<file path="src/rtl/irq_seq_pkg.sv">
package irq_seq_pkg;
  localparam int PS_W = 16;
  localparam int BYTE_W = 8;

  typedef enum logic [1:0] {
    ST_IDLE = 2'd0,
    ST_PUSH = 2'd1,
    ST_VEC  = 2'd2,
    ST_POP  = 2'd3
  } seq_st_t;

  localparam logic [1:0] LAST_PUSH = 2'd3;
  localparam logic [1:0] LAST_VEC  = 2'd1;
  localparam logic [1:0] LAST_POP  = 2'd3;
endpackage

</file>
<file path="src/rtl/irq_addr_gen.sv">
module irq_addr_gen
  import irq_seq_pkg::*;
#(
  parameter int ADDR_W = 16,
  parameter int SRC_W = 3,
  parameter logic [ADDR_W-1:0] VEC_BASE = 16'hFFFC
) (
  input  seq_st_t           state,
  input  logic [1:0]        step,
  input  logic [ADDR_W-1:0] base_sp,
  input  logic [SRC_W-1:0]  src,
  input  logic [ADDR_W-1:0] sv_pc,
  input  logic [PS_W-1:0]   sv_ps,
  output logic [ADDR_W-1:0] op_addr,
  output logic              op_we,
  output logic [BYTE_W-1:0] op_wdata
);
  localparam int OFS_W = SRC_W + 1;

  logic [ADDR_W-1:0] step_ext;
  logic [ADDR_W-1:0] vec_ofs;

  assign step_ext = ADDR_W'(step);
  assign vec_ofs  = ADDR_W'({src, 1'b0});

  always_comb begin
    op_addr  = '0;
    op_we    = 1'b0;
    op_wdata = '0;
    unique case (state)
      ST_PUSH: begin
        op_we   = 1'b1;
        op_addr = base_sp - step_ext - ADDR_W'(1);
        unique case (step)
          2'd0: op_wdata = sv_pc[7:0];
          2'd1: op_wdata = sv_pc[15:8];
          2'd2: op_wdata = sv_ps[7:0];
          default: op_wdata = sv_ps[15:8];
        endcase
      end
      ST_VEC:  op_addr = VEC_BASE - vec_ofs + step_ext;
      ST_POP:  op_addr = base_sp + step_ext;
      default: op_addr = '0;
    endcase
  end

  initial begin
    assert (OFS_W < ADDR_W) else $error("vector offset wider than address");
  end
endmodule

</file>
<file path="src/rtl/irq_mem_port.sv">
module irq_mem_port
  import irq_seq_pkg::*;
#(
  parameter int ADDR_W = 16
) (
  input  logic              clk,
  input  logic              rst,
  input  logic              issue,
  input  logic [ADDR_W-1:0] op_addr,
  input  logic              op_we,
  input  logic [BYTE_W-1:0] op_wdata,
  input  logic              mem_ack,
  output logic              mem_req,
  output logic              mem_we,
  output logic [ADDR_W-1:0] mem_addr,
  output logic [BYTE_W-1:0] mem_wdata,
  output logic              op_done
);
  assign op_done = mem_req && mem_ack;

  always_ff @(posedge clk) begin
    if (rst) begin
      mem_req   <= 1'b0;
      mem_we    <= 1'b0;
      mem_addr  <= '0;
      mem_wdata <= '0;
    end else if (op_done) begin
      mem_req <= 1'b0;
    end else if (issue && !mem_req) begin
      mem_req   <= 1'b1;
      mem_we    <= op_we;
      mem_addr  <= op_addr;
      mem_wdata <= op_wdata;
    end
  end

  assert_req_hold_R9: assert property (@(posedge clk) disable iff (rst)
    (mem_req && !mem_ack) |=> (mem_req && $stable(mem_addr) && $stable(mem_we)
                               && $stable(mem_wdata)));

  assert_ack_in_req_R9: assert property (@(posedge clk) disable iff (rst)
    mem_ack |-> mem_req);
endmodule

</file>
<file path="src/rtl/irq_seq_ctrl.sv">
module irq_seq_ctrl
  import irq_seq_pkg::*;
#(
  parameter int ADDR_W = 16,
  parameter int SRC_W = 3,
  parameter int IL_LSB = 4
) (
  input  logic              clk,
  input  logic              rst,
  input  logic              instr_done,
  input  logic              irq_valid,
  input  logic [SRC_W-1:0]  irq_src,
  input  logic [1:0]        irq_level,
  input  logic              reti_cmd,
  input  logic [ADDR_W-1:0] pc_in,
  input  logic [PS_W-1:0]   ps_in,
  input  logic [ADDR_W-1:0] sp_in,
  input  logic              op_done,
  input  logic              port_req,
  input  logic [BYTE_W-1:0] rdata,
  output seq_st_t           state,
  output logic [1:0]        step,
  output logic [ADDR_W-1:0] base_sp,
  output logic [SRC_W-1:0]  src,
  output logic [ADDR_W-1:0] sv_pc,
  output logic [PS_W-1:0]   sv_ps,
  output logic              issue,
  output logic              ld_valid,
  output logic [ADDR_W-1:0] pc_out,
  output logic [PS_W-1:0]   ps_out,
  output logic [ADDR_W-1:0] sp_out
);
  localparam int FRAME_W = 4 * BYTE_W;
  localparam logic [ADDR_W-1:0] FRAME_BYTES = ADDR_W'(4);

  logic [1:0]         lvl;
  logic [FRAME_W-1:0] shreg;
  logic               take_irq;

  assign take_irq = instr_done && irq_valid;
  assign issue    = (state != ST_IDLE) && !port_req;

  function automatic logic [PS_W-1:0] with_level(input logic [PS_W-1:0] ps,
                                                 input logic [1:0] l);
    logic [PS_W-1:0] r;
    r = ps;
    r[IL_LSB +: 2] = l;
    return r;
  endfunction

  always_ff @(posedge clk) begin
    if (rst) begin
      state    <= ST_IDLE;
      step     <= '0;
      base_sp  <= '0;
      src      <= '0;
      lvl      <= '0;
      sv_pc    <= '0;
      sv_ps    <= '0;
      shreg    <= '0;
      ld_valid <= 1'b0;
      pc_out   <= '0;
      ps_out   <= '0;
      sp_out   <= '0;
    end else begin
      ld_valid <= 1'b0;
      unique case (state)
        ST_IDLE: begin
          step <= '0;
          if (reti_cmd) begin
            state   <= ST_POP;
            base_sp <= sp_in;
          end else if (take_irq) begin
            state   <= ST_PUSH;
            base_sp <= sp_in;
            sv_pc   <= pc_in;
            sv_ps   <= ps_in;
            src     <= irq_src;
            lvl     <= irq_level;
          end
        end
        ST_PUSH: begin
          if (op_done) begin
            if (step == LAST_PUSH) begin
              state <= ST_VEC;
              step  <= '0;
            end else begin
              step <= step + 2'd1;
            end
          end
        end
        ST_VEC: begin
          if (op_done) begin
            shreg <= {shreg[FRAME_W-BYTE_W-1:0], rdata};
            if (step == LAST_VEC) begin
              state    <= ST_IDLE;
              ld_valid <= 1'b1;
              pc_out   <= {shreg[BYTE_W-1:0], rdata};
              ps_out   <= with_level(sv_ps, lvl);
              sp_out   <= base_sp - FRAME_BYTES;
            end else begin
              step <= step + 2'd1;
            end
          end
        end
        ST_POP: begin
          if (op_done) begin
            shreg <= {shreg[FRAME_W-BYTE_W-1:0], rdata};
            if (step == LAST_POP) begin
              state    <= ST_IDLE;
              ld_valid <= 1'b1;
              pc_out   <= {shreg[BYTE_W-1:0], rdata};
              ps_out   <= shreg[3*BYTE_W-1:BYTE_W];
              sp_out   <= base_sp + FRAME_BYTES;
            end else begin
              step <= step + 2'd1;
            end
          end
        end
        default: state <= ST_IDLE;
      endcase
    end
  end

  assert_no_spurious_start_R2: assert property (@(posedge clk) disable iff (rst)
    (state == ST_IDLE && !reti_cmd && !take_irq) |=> state == ST_IDLE);

  assert_reti_first_R7: assert property (@(posedge clk) disable iff (rst)
    (state == ST_IDLE && reti_cmd) |=> state == ST_POP);

  assert_ld_pulse_R5: assert property (@(posedge clk) disable iff (rst)
    ld_valid |=> !ld_valid);

  assert_vec_steps_R4: assert property (@(posedge clk) disable iff (rst)
    (state == ST_VEC) |-> (step <= LAST_VEC));

  assert_pop_sp_R6: assert property (@(posedge clk) disable iff (rst)
    (ld_valid && $past(state) == ST_POP) |-> (sp_out == base_sp + FRAME_BYTES));

  assert_idle_no_req_R8: assert property (@(posedge clk) disable iff (rst)
    (state == ST_IDLE) |-> !port_req);
endmodule

</file>
<file path="src/rtl/irq_frame_seq.sv">
module irq_frame_seq
  import irq_seq_pkg::*;
#(
  parameter int ADDR_W = 16,
  parameter int SRC_W = 3,
  parameter int IL_LSB = 4,
  parameter logic [ADDR_W-1:0] VEC_BASE = 16'hFFFC
) (
  input  logic              clk,
  input  logic              rst,
  input  logic              instr_done,
  input  logic              irq_valid,
  input  logic [SRC_W-1:0]  irq_src,
  input  logic [1:0]        irq_level,
  input  logic              reti_cmd,
  input  logic [ADDR_W-1:0] pc_in,
  input  logic [15:0]       ps_in,
  input  logic [ADDR_W-1:0] sp_in,
  output logic              mem_req,
  output logic              mem_we,
  output logic [ADDR_W-1:0] mem_addr,
  output logic [7:0]        mem_wdata,
  input  logic [7:0]        mem_rdata,
  input  logic              mem_ack,
  output logic              busy,
  output logic              ld_valid,
  output logic [ADDR_W-1:0] pc_out,
  output logic [15:0]       ps_out,
  output logic [ADDR_W-1:0] sp_out
);
  seq_st_t           state;
  logic [1:0]        step;
  logic [ADDR_W-1:0] base_sp;
  logic [SRC_W-1:0]  src;
  logic [ADDR_W-1:0] sv_pc;
  logic [PS_W-1:0]   sv_ps;
  logic              issue;
  logic              op_done;
  logic [ADDR_W-1:0] op_addr;
  logic              op_we;
  logic [BYTE_W-1:0] op_wdata;

  assign busy = (state != ST_IDLE);

  irq_seq_ctrl #(.ADDR_W(ADDR_W), .SRC_W(SRC_W), .IL_LSB(IL_LSB)) u_ctrl (
    .clk(clk), .rst(rst), .instr_done(instr_done), .irq_valid(irq_valid),
    .irq_src(irq_src), .irq_level(irq_level), .reti_cmd(reti_cmd),
    .pc_in(pc_in), .ps_in(ps_in), .sp_in(sp_in), .op_done(op_done),
    .port_req(mem_req), .rdata(mem_rdata), .state(state), .step(step),
    .base_sp(base_sp), .src(src), .sv_pc(sv_pc), .sv_ps(sv_ps),
    .issue(issue), .ld_valid(ld_valid), .pc_out(pc_out), .ps_out(ps_out),
    .sp_out(sp_out)
  );

  irq_addr_gen #(.ADDR_W(ADDR_W), .SRC_W(SRC_W), .VEC_BASE(VEC_BASE)) u_agen (
    .state(state), .step(step), .base_sp(base_sp), .src(src),
    .sv_pc(sv_pc), .sv_ps(sv_ps), .op_addr(op_addr), .op_we(op_we),
    .op_wdata(op_wdata)
  );

  irq_mem_port #(.ADDR_W(ADDR_W)) u_port (
    .clk(clk), .rst(rst), .issue(issue), .op_addr(op_addr), .op_we(op_we),
    .op_wdata(op_wdata), .mem_ack(mem_ack), .mem_req(mem_req),
    .mem_we(mem_we), .mem_addr(mem_addr), .mem_wdata(mem_wdata),
    .op_done(op_done)
  );

  assert_push_is_write_R3: assert property (@(posedge clk) disable iff (rst)
    (mem_req && state == ST_PUSH) |-> mem_we);

  assert_pop_is_read_R6: assert property (@(posedge clk) disable iff (rst)
    (mem_req && state == ST_POP) |-> !mem_we);
endmodule

</file>
<file path="config.mk">
export PLATFORM = sky130hd
export DESIGN_NAME = irq_frame_seq
export DESIGN_NICKNAME = d
export VERILOG_FILES = /design/src/rtl/irq_seq_pkg.sv /design/src/rtl/irq_addr_gen.sv /design/src/rtl/irq_mem_port.sv /design/src/rtl/irq_seq_ctrl.sv /design/src/rtl/irq_frame_seq.sv
export SDC_FILE = /design/constraint.sdc
export NUM_CORES = 1
export LEC_CHECK = 0
export BUFFER_PORTS_ARGS = -buffer_cell sky130_fd_sc_hd__buf_4
export CAP_MARGIN = 10
export CORE_MARGIN = 2
export CORE_UTILIZATION = 55
export CTS_CLUSTER_SIZE = 24
export DETAILED_ROUTE_END_ITERATION = 10
export GPL_TIMING_DRIVEN = 0
export PLACE_DENSITY_LB_ADDON = 0.05
export SETUP_SLACK_MARGIN = 0.2
export SLEW_MARGIN = 25
export SYNTH_ARGS = -nofsm -noshare
export SYNTH_HDL_FRONTEND = slang
export SYNTH_SLANG_ARGS = --single-unit
</file>
<file path="constraint.sdc">
create_clock -name clk -period 4.1 [get_ports clk]
set_input_delay 0.41 -clock clk [delete_from_list [all_inputs] [get_ports clk]]
set_output_delay 0.41 -clock clk [all_outputs]
set_load 0.05 [all_outputs]
</file>
==> impl_metrics.csv, run 1 <==
group,metric,value,unit
die,start_util,55.7,%
finish,final_cell_mix,"nand2_1 (240), dfxtp_1 (156), buf_4 (143), a21oi_1 (134), clkbuf_1 (53)",
clock_network,hold_buffers,0,
grt,grt_max_degree,23,
place,pre_cts_slack,622,ps
finish,fin_nets,1181,
clock_network,clk_pin_slew_worst_paths,60,ps
routing,post_drt_wl_per_cell,17.1,um
power_and_ir_drop,p_comb_share,21.0,%
routing,firstDrtPassIters,6,
logic_synthesis,synthSimpleGateAreaFrac,23.6,%
timing,clock-skew-final,8.59,ps
critical_path,crit_type,"flop to flop",
clock_network,cts_inserted_buffers,17,
logic_synthesis,syn_nets,1020,
routing,drt-total-wl,21800,um
timing,layout_min_cycle_time,3330,ps
routing,postRouteAntennaNets,0,
power_and_ir_drop,pwr-share-seq,41.9,%
clock_network,root_buffer,"clkbuf_16",
critical_path,required,4420,ps
power_and_ir_drop,swShare,31.2,%
critical_path,critPathMaxFanout,22,
die,core_region_area,13100,um2
die,top_level_ports,143,
grt,antenna_found_initial,0,
finish,layout_commonest_cell,"nand2_1",
timing,hold_viol_final,0,
clock_network,cts_tree,"yes",
logic_synthesis,synth_edf_count,0,
outcome,outcome,"finished clean",
die,die_w,119,um
grt,grt_pass1_vias,6949,
timing,slew_headroom,41.3,%
logic_synthesis,synth_compound_area_share,22.1,%
clock_network,cts.repair.resized,0,
routing,drcViolationCount,0,
logic_synthesis,seq_area_frac_synth,42.8,%
flow_run,drv_cap,0,
timing,rsz0062_at_grt,"false",
die,die_y,119,um
logic_synthesis,syn-instance-count,926,
logic_synthesis,synth-xor-area-share,2.16,%
logic_synthesis,synth-seq-cells,156,
finish,stdcell_count,1276,
place,post_dp_cell_area,8580,um2
clock_network,h-tree-depth,4,
timing,fin_ws,770,ps
finish,drive_gt1_share,17.3,%
power_and_ir_drop,ir_drop,0.326,mV
logic_synthesis,syn_area_per_cell,7.88,um2
place,hpwl,16100,um
power_and_ir_drop,p_int,2.69,mW
timing,finalMaxSlewViolations,0,
finish,post-route-util,69.7,%
logic_synthesis,synth.area.mux_share,0.137,%
clock_network,clkLatencyLatePin,430,ps
power_and_ir_drop,leakage,3.45,nW
power_and_ir_drop,p_total,3.92,mW
clock_network,post_cts_buffers,0,
power_and_ir_drop,p_clk_share,37.2,%
routing,drt_iter0_drc,602,
timing,fin_crit_sh,81.2,%
die,rows,42,
logic_synthesis,ys_async_sr_fraction,0,%
finish,fin_area,9120,um2
timing,setup_violations,0,
place,numPortBuffers,142,
clock_network,cts_buffer_depth,2,
timing,hold_slack,223,ps
grt,grt_usage,30.9,%
timing,fmax,300,MHz
routing,vias_per_cell,5.82,
logic_synthesis,netlist_area,7290,um2
timing,worst_pin_slew,873,ps
logic_synthesis,ys_warn_count,0,
finish,area_growth,25.0,%
clock_network,clkSinkCount,156,
critical_path,start_kind,"flop",
critical_path,cp.arrival,3650,ps
grt,grt_pass1_wl,34900,um
logic_synthesis,synth_top_family_by_area,"simple AND/OR/NAND/NOR gates",
routing,num_vias,7426,
logic_synthesis,synth_cell_types,63,
finish,diodes,0,
power_and_ir_drop,switching_power,1.22,mW
grt,gr-total-overflow,0,
die,die-area,14200,um2
place,gp_congestion,0.925,
critical_path,crit_path_end_kind,"flop",
place,placed_cells,1244,
logic_synthesis,synth-adder-area-share,4.94,%
timing,setup_tns,0,ps
logic_synthesis,synth_flop_cell,"dfxtp_1",
power_and_ir_drop,power_density,429,nW/um2
hold_path,hold_class,"primary input to flop",
sequential cells by signal (all words and copies together), names as in the netlist:
name / flops
u_ctrl.shreg: 24
u_ctrl.base_sp: 16
u_ctrl.pc_out: 16
u_ctrl.ps_out: 16
u_ctrl.sp_out: 16
u_ctrl.sv_pc: 16
u_ctrl.sv_ps: 16
u_port.mem_addr: 16
u_port.mem_wdata: 8
u_ctrl.src: 3
u_ctrl.lvl: 2
u_ctrl.state: 2
u_ctrl.step: 2
u_ctrl.ld_valid: 1
u_port.mem_req: 1
u_port.mem_we: 1
synth_stat cells, types with 5 or more instances:
cell type  number  area share [%]
nor3_1         11            0.75
nor4_1          7            0.60
dfxtp_1       156              43
nand4_1         9            0.77
a21oi_1       134             9.2
ha_1           24             4.1
a222oi_1        8             1.1
o22ai_1         7            0.60
a311oi_1       17             2.0
o21ai_0        25             1.7
o211ai_1       15             1.5
nor2_1         45             2.3
and4_1          5            0.60
o21a_1          5            0.51
nand3_1        36             2.5
or4_1           5            0.51
xnor2_1        13             1.6
clkbuf_1       51             2.6
a211oi_1        7            0.72
inv_1          12            0.62
and3_1          5            0.43
buf_1          10            0.51
nand2_1       240              12
or3_1           8            0.69
xor2_1          5            0.60
area by class of cell:
cell class | count | area (um2)
Sequential cell | 156 | 3120
Buffer | 66 | 264
Timing Repair Buffer | 142 | 1070
Inverter | 14 | 52.6
Fill cell | 1132 | 3970
Clock buffer | 23 | 478
Clock inverter | 9 | 61.3
Tap cell | 176 | 220
Multi-Input combinational cell | 690 | 3850
critical path: stages, from the launching register on:
cell and delay (ps):
dfxtp_1 300, clkbuf_1 370, nand2_2 290, clkbuf_2 430, fa_1 540, a211oi_1 410
o21bai_1 190, a41oi_1 290, nor4_1 70, a311o_1 330
cells by family (layout without fill, tap and decap cells):
family                     count (synthesis)  after routing
and+or+nand+nor                          390            390
xor gates and xnor gates                  18             18
DFF                                      156            156
buffers and inverters                     80            254
adders and majority gates                 27             27
AOI/OAI and AO/OA                        254            254
muxes                                      1              1
worst paths after layout:
path                       end  cells after the start            start  slack (ps)
max reg2reg  u_ctrl.sp_out[10]                      9  u_ctrl.state[0]         770
max          u_ctrl.sp_out[10]                      9  u_ctrl.state[0]         770
min           u_ctrl.sv_pc[11]                      3        pc_in[11]         220
min reg2reg    u_ctrl.sv_ps[4]                      2  u_ctrl.sv_ps[4]         450
power by group through the flow:
| stage | Sequential, mW | Clock, mW | Combinational (mW) |
|---|---|---|---|
| CTS | 1.64 | 1.46 | 0.808 |
| detailed placement | 1.67 | 0 | 0.803 |
| floorplan | 1.77 | 0 | 0.448 |
| global placement | 1.67 | 0 | 0.796 |
| global route | 1.65 | 1.52 | 0.887 |
| finish | 1.64 | 1.46 | 0.821 |
layer usage:
metal | up-vias | part of all wire [%] | global-route usage, %
met5 | - | 0 | 0
met1 | 3476 | 44 | 40.4
met3 | 49 | 6.6 | 5.41
met2 | 297 | 46 | 50.4
li1 | 3604 | - | -
met4 | 0 | 3.0 | 13.2
(Power assumes the default switching activity.)
==> run 2, diff against run 1 <==
==> constraint.sdc (replaced) <==
create_clock -name clk -period 3.3 [get_ports clk]
set_input_delay 0.33 -clock clk [delete_from_list [all_inputs] [get_ports clk]]
set_output_delay 0.33 -clock clk [all_outputs]
set_load 0.05 [all_outputs]
==> run 2 against run 1 <==
Effect of this change: fmax is 15% higher; utilization is 0.067 points higher; die area stayed put; largest power group unchanged; register-to-register slack worse by 360 ps; largest cell class unchanged; routed wire length is 0.23% lower; critical path depth stayed put; hold slack worse by 77 ps; sequential share of layout area hardly changed; sequential cell count stayed put; total power is 24% higher; combinational power is 24% higher; first-iteration DRC count is 6.5% lower.
==> impl_metrics.csv, run 2 (synthesis gave the netlist of run 1 again) <==
group,metric,value,unit
outcome,outcome,"finished clean",
critical_path,path_buf_inv,4,
routing,drt_iter0_drc,563,
critical_path,crit_path_end_kind,"flop",
grt,grt_pass1_wl,34800,um
finish,fillCellCount,1132,
die,die_y,119,um
finish,area_growth,25.2,%
die,rows,42,
clock_network,clkLatencyLatePin,430,ps
timing,layout_min_cycle_time,2890,ps
routing,postRouteAntennaNets,0,
timing,slew_headroom,40.1,%
hold_path,min-delay-start,"irq_src[1]",
routing,num_vias,7424,
timing,setup_tns,0,ps
hold_path,worstHoldPathCells,3,
routing,vias_per_cell,5.82,
die,core_region_area,13100,um2
grt,antenna_found_initial,0,
critical_path,r2r_cells,9,
clock_network,clk_pin_slew_worst_paths,60,ps
routing,drcViolationCount,0,
critical_path,cp-startpoint,"u_ctrl.step[1]",
power_and_ir_drop,power_density,533,nW/um2
critical_path,cp_slowest_stage_delay,430,ps
clock_network,root_buffer,"clkbuf_16",
timing,fmax,346,MHz
critical_path,worst-path-stages,9,
die,die_w,119,um
place,numPortBuffers,142,
place,post_dp_cell_area,8580,um2
critical_path,crit_path_top_delay_cell,"buf_1",
flow_run,drv_cap,0,
finish,layout_commonest_cell,"nand2_1",
timing,fin_crit_sh,87.7,%
critical_path,crit_type,"flop to flop",
grt,grt_pass1_vias,6935,
timing,rsz0062_at_grt,"false",
finish,diodes,0,
die,top_level_ports,143,
critical_path,cp_top_family,"buffers and inverters",
finish,top_register,"u_ctrl.shreg",
place,gp_congestion,0.925,
critical_path,required,3660,ps
routing,firstDrtPassIters,8,
finish,largest_reg_flops,24,
critical_path,start_kind,"flop",
place,pre_cts_slack,-178,ps
die,start_util,55.7,%
finish,final_cell_mix,"nand2_1 (240), dfxtp_1 (156), buf_4 (143), a21oi_1 (134), clkbuf_1 (51)",
clock_network,clkSinkCount,156,
power_and_ir_drop,ir_drop,0.394,mV
finish,fin_area,9130,um2
place,hpwl,16100,um
critical_path,crit_chain,"inv_1 > ha_1 > clkbuf_1 > nand2b_1 > a21oi_1 > buf_2 > buf_1 > nand4_1 > nand3_1",
grt,gr-total-overflow,0,
clock_network,cts_buffer_depth,2,
finish,drive_gt1_share,17.6,%
hold_path,hold_class,"primary input to flop",
finish,fin_nets,1180,
timing,setup_violations,0,
routing,drt-total-wl,21800,um
timing,worst_pin_slew,892,ps
clock_network,cts_inserted_buffers,17,
routing,post_drt_wl_per_cell,17.1,um
critical_path,reg2reg_from,"u_ctrl.step[1]",
critical_path,cp.arrival,3260,ps
timing,fin_ws,406,ps
power_and_ir_drop,leakage,3.46,nW
timing,clock-skew-final,8.33,ps
timing,finalMaxSlewViolations,0,
grt,grt_usage,30.8,%
grt,grt_max_degree,32,
clock_network,h-tree-depth,4,
timing,hold_viol_final,0,
timing,hold_slack,146,ps
clock_network,cts_tree,"yes",
die,die-area,14200,um2
critical_path,critPathMaxFanout,10,
-- run 2: cell types whose count changed in the layout (fill, tap and decap cells not counted), sizes merged --
cell / change
buf: -1
-- run 2: area by class of cell --
| type | instances | area [um2] | share of cell area, % |
|---|---|---|---|
| Timing Repair Buffer | 142 | 1070 | 11.7 |
| Sequential cell | 156 | 3120 | 34.2 |
| Inverter | 14 | 52.6 | 0.576 |
| Clock inverter | 9 | 61.3 | 0.672 |
| Tap cell | 176 | 220 | 2.41 |
| Multi-Input combinational cell | 690 | 3860 | 42.3 |
| Clock buffer | 23 | 478 | 5.24 |
| Buffer | 65 | 263 | 2.88 |
-- run 2: routing by layer --
layer | routed length [um] | share of wire (%) | global-route usage [%]
met5 | 0 | 0 | 0
met1 | 9380 | 43 | 40.1
met2 | 10200 | 47 | 50.4
met3 | 1480 | 6.8 | 5.41
met4 | 671 | 3.1 | 13.2
-- run 2: final timing paths --
check / end / slack (ps)
worst max-delay path: u_ctrl.sp_out[12] / 410
worst min-delay path: u_ctrl.src[1] / 150
worst max register to register: u_ctrl.sp_out[12] / 410
worst min register to register: u_ctrl.sp_out[7] / 450
-- run 2: report_power, final --
group          internal (mW)  total, mW  switching, mW
Sequential              1.96       2.04         0.0742
Clock                   1.02       1.80          0.782
Combinational          0.364       1.02          0.658
Total                   3.35       4.86           1.51
-- run 2: repair_timing --
item                       in CTS  in global routing
resized for setup               1                  6
hold buffers                    0                  0
setup endpoints to repair       7                 16
buffers inserted                0                  0
-- run 2: worst reg2reg max path, delay by kind of cell (launching register included) --
kind | cells | cell delay (ps)
compound gates | 1 | 400
buf+inv | 4 | 1380
flops | 1 | 410
fa+ha+maj | 1 | 170
simple gates | 3 | 460
-- run 2: stage by stage --
stage | util (%) | std cells | total power, mW
final | 69.8 | 1275 | 4.86
after global routing | 69.8 | 1275 | 5.04
after CTS | 69.7 | 1275 | 4.86
after detailed placement | 65.6 | 1244 | 3.08
after global placement | 65.6 | 1244 | 3.07
after floorplan | - | 926 | 2.76
==> run 3, diff against run 2 <==
--- a/config.mk
+++ b/config.mk
@@ -5,13 +5,13 @@
 export SDC_FILE = /design/constraint.sdc
 export NUM_CORES = 1
 export LEC_CHECK = 0
+export ABC_CLOCK_PERIOD_IN_PS = 3300
 export BUFFER_PORTS_ARGS = -buffer_cell sky130_fd_sc_hd__buf_4
 export CAP_MARGIN = 10
 export CORE_MARGIN = 2
 export CORE_UTILIZATION = 55
 export CTS_CLUSTER_SIZE = 24
 export DETAILED_ROUTE_END_ITERATION = 10
-export GPL_TIMING_DRIVEN = 0
 export PLACE_DENSITY_LB_ADDON = 0.05
 export SETUP_SLACK_MARGIN = 0.2
 export SLEW_MARGIN = 25
==> run 3 against run 2 <==
Effect of this change: first-iteration DRC count shrank 3.0%; worst setup slack gained 180 ps; sequential share of layout area grew 0.18 points; sequential power is essentially flat; non-clock buffer count shrank 49; clock power grew 14%; critical endpoint is now u_ctrl.sp_out[15].
==> impl_metrics.csv, run 3 (synthesis gave the netlist of run 1 again) <==
group,metric,value,unit
outcome,outcome,"finished clean",
grt,grt_usage,28.6,%
clock_network,cts_buffer_depth,2,
timing,fin_ws,590,ps
critical_path,critPathMaxFanout,31,
timing,rsz0062_at_grt,"false",
die,die-area,14200,um2
finish,area_growth,24.5,%
grt,antenna_found_initial,0,
flow_run,drv_cap,0,
finish,final_cell_mix,"nand2_1 (240), buf_4 (157), dfxtp_1 (156), a21oi_1 (133), nor2_1 (44)",
clock_network,clk_pin_slew_worst_paths,60,ps
timing,setup_violations,0,
power_and_ir_drop,p_comb_share,19.4,%
hold_path,hold_class,"primary input to flop",
place,gp_congestion,0.922,
finish,fillCellCount,1131,
die,die_y,119,um
routing,vias_per_cell,5.78,
power_and_ir_drop,leakage,3.46,nW
power_and_ir_drop,switching_power,1.48,mW
critical_path,required,3660,ps
power_and_ir_drop,ir_drop,0.343,mV
routing,postRouteAntennaNets,0,
die,core_region_area,13100,um2
timing,clock-skew-final,3.49,ps
critical_path,crit_type,"flop to flop",
timing,layout_min_cycle_time,2710,ps
clock_network,cts.repair.resized,0,
power_and_ir_drop,power_density,559,nW/um2
place,numPortBuffers,142,
place,pre_cts_slack,648,ps
clock_network,clkLatencyLatePin,420,ps
clock_network,cts_tree,"yes",
routing,drt_iter0_drc,546,
clock_network,hold_buffers,0,
place,hpwl,13700,um
routing,drt-total-wl,20200,um
critical_path,crit_path_end_kind,"flop",
timing,fin_crit_sh,82.1,%
timing,slew_headroom,35.8,%
routing,num_vias,7074,
routing,firstDrtPassIters,6,
power_and_ir_drop,pwr-share-seq,40.3,%
finish,fin_area,9080,um2
die,die_w,119,um
clock_network,post_cts_buffers,0,
clock_network,clkSinkCount,156,
die,top_level_ports,143,
power_and_ir_drop,swShare,29.1,%
power_and_ir_drop,p_total,5.08,mW
grt,grt_pass1_wl,32600,um
routing,post_drt_wl_per_cell,16.5,um
grt,grt_pass1_vias,6559,
timing,worst_pin_slew,955,ps
hold_path,worstHoldPathCells,3,
timing,fmax,369,MHz
timing,hold_viol_final,0,
place,post_dp_cell_area,8470,um2
finish,top_register,"u_ctrl.shreg",
grt,gr-total-overflow,0,
finish,diodes,0,
clock_network,cts_inserted_buffers,17,
finish,drive_gt1_share,19.2,%
finish,layout_commonest_cell,"nand2_1",
finish,fin_nets,1131,
finish,largest_reg_flops,24,
clock_network,h-tree-depth,4,
routing,drcViolationCount,0,
power_and_ir_drop,p_clk_share,40.3,%
critical_path,r2r_cells,7,
clock_network,root_buffer,"clkbuf_16",
grt,grt_max_degree,97,
critical_path,cp.arrival,3070,ps
timing,finalMaxSlewViolations,0,
timing,setup_tns,0,ps
die,rows,42,
power_and_ir_drop,p_int,3.60,mW
timing,hold_slack,152,ps
critical_path,start_kind,"flop",
die,start_util,55.7,%
## run 3: power by group through the flow
stage	Sequential, mW	Combinational, mW	Clock (mW)
final	2.05	0.986	2.05
after global routing	2.05	1.07	2.14
after CTS	2.04	0.980	2.06
after detailed placement	2.09	0.971	0
after global placement	2.08	0.967	0
after floorplan	2.20	0.557	0
## run 3: layer usage
layer / vias up / wire length, um / track usage (%)
met5: - / 0 / 0
met4: 0 / 542 / 11.8
met3: 35 / 1200 / 5.60
met2: 203 / 9590 / 46.2
met1: 3342 / 8840 / 37.6
li1: 3494 / - / -
## run 3: final cells by class
type | count | area, um2 | area share (%)
clock buffers | 20 | 447 | 4.92
well taps | 176 | 220 | 2.43
inverters | 14 | 52.6 | 0.579
repair buffers | 158 | 1200 | 13.2
flip-flops and latches | 156 | 3120 | 34.4
multi-input cells | 690 | 3870 | 42.7
clock inverters | 10 | 164 | 1.81
## run 3: worst max-delay path: stages (launching register included)
cell	delay, ps
dfxtp_1	340
nand2_2	400
ha_1	530
a21oi_1	240
a21boi_0	150
o21ai_0	270
or4b_2	610
nand4_1	100
## run 3: per-stage QoR
stage	util [%]	instances
floorplan	-	926
global route	69.4	1224
detailed placement	64.7	1194
CTS	69.4	1224
global placement	64.7	1194
finish	69.4	1224
## run 3: path summary, 6_finish.rpt
check | startpoint | end | slack, ps
worst min register to register | u_ctrl.pc_out[7] | u_ctrl.pc_out[7] | 450
worst max-delay path | u_ctrl.state[1] | u_ctrl.sp_out[15] | 590
worst min-delay path | ps_in[3] | u_ctrl.sv_ps[3] | 150
worst max register to register | u_ctrl.state[1] | u_ctrl.sp_out[15] | 590
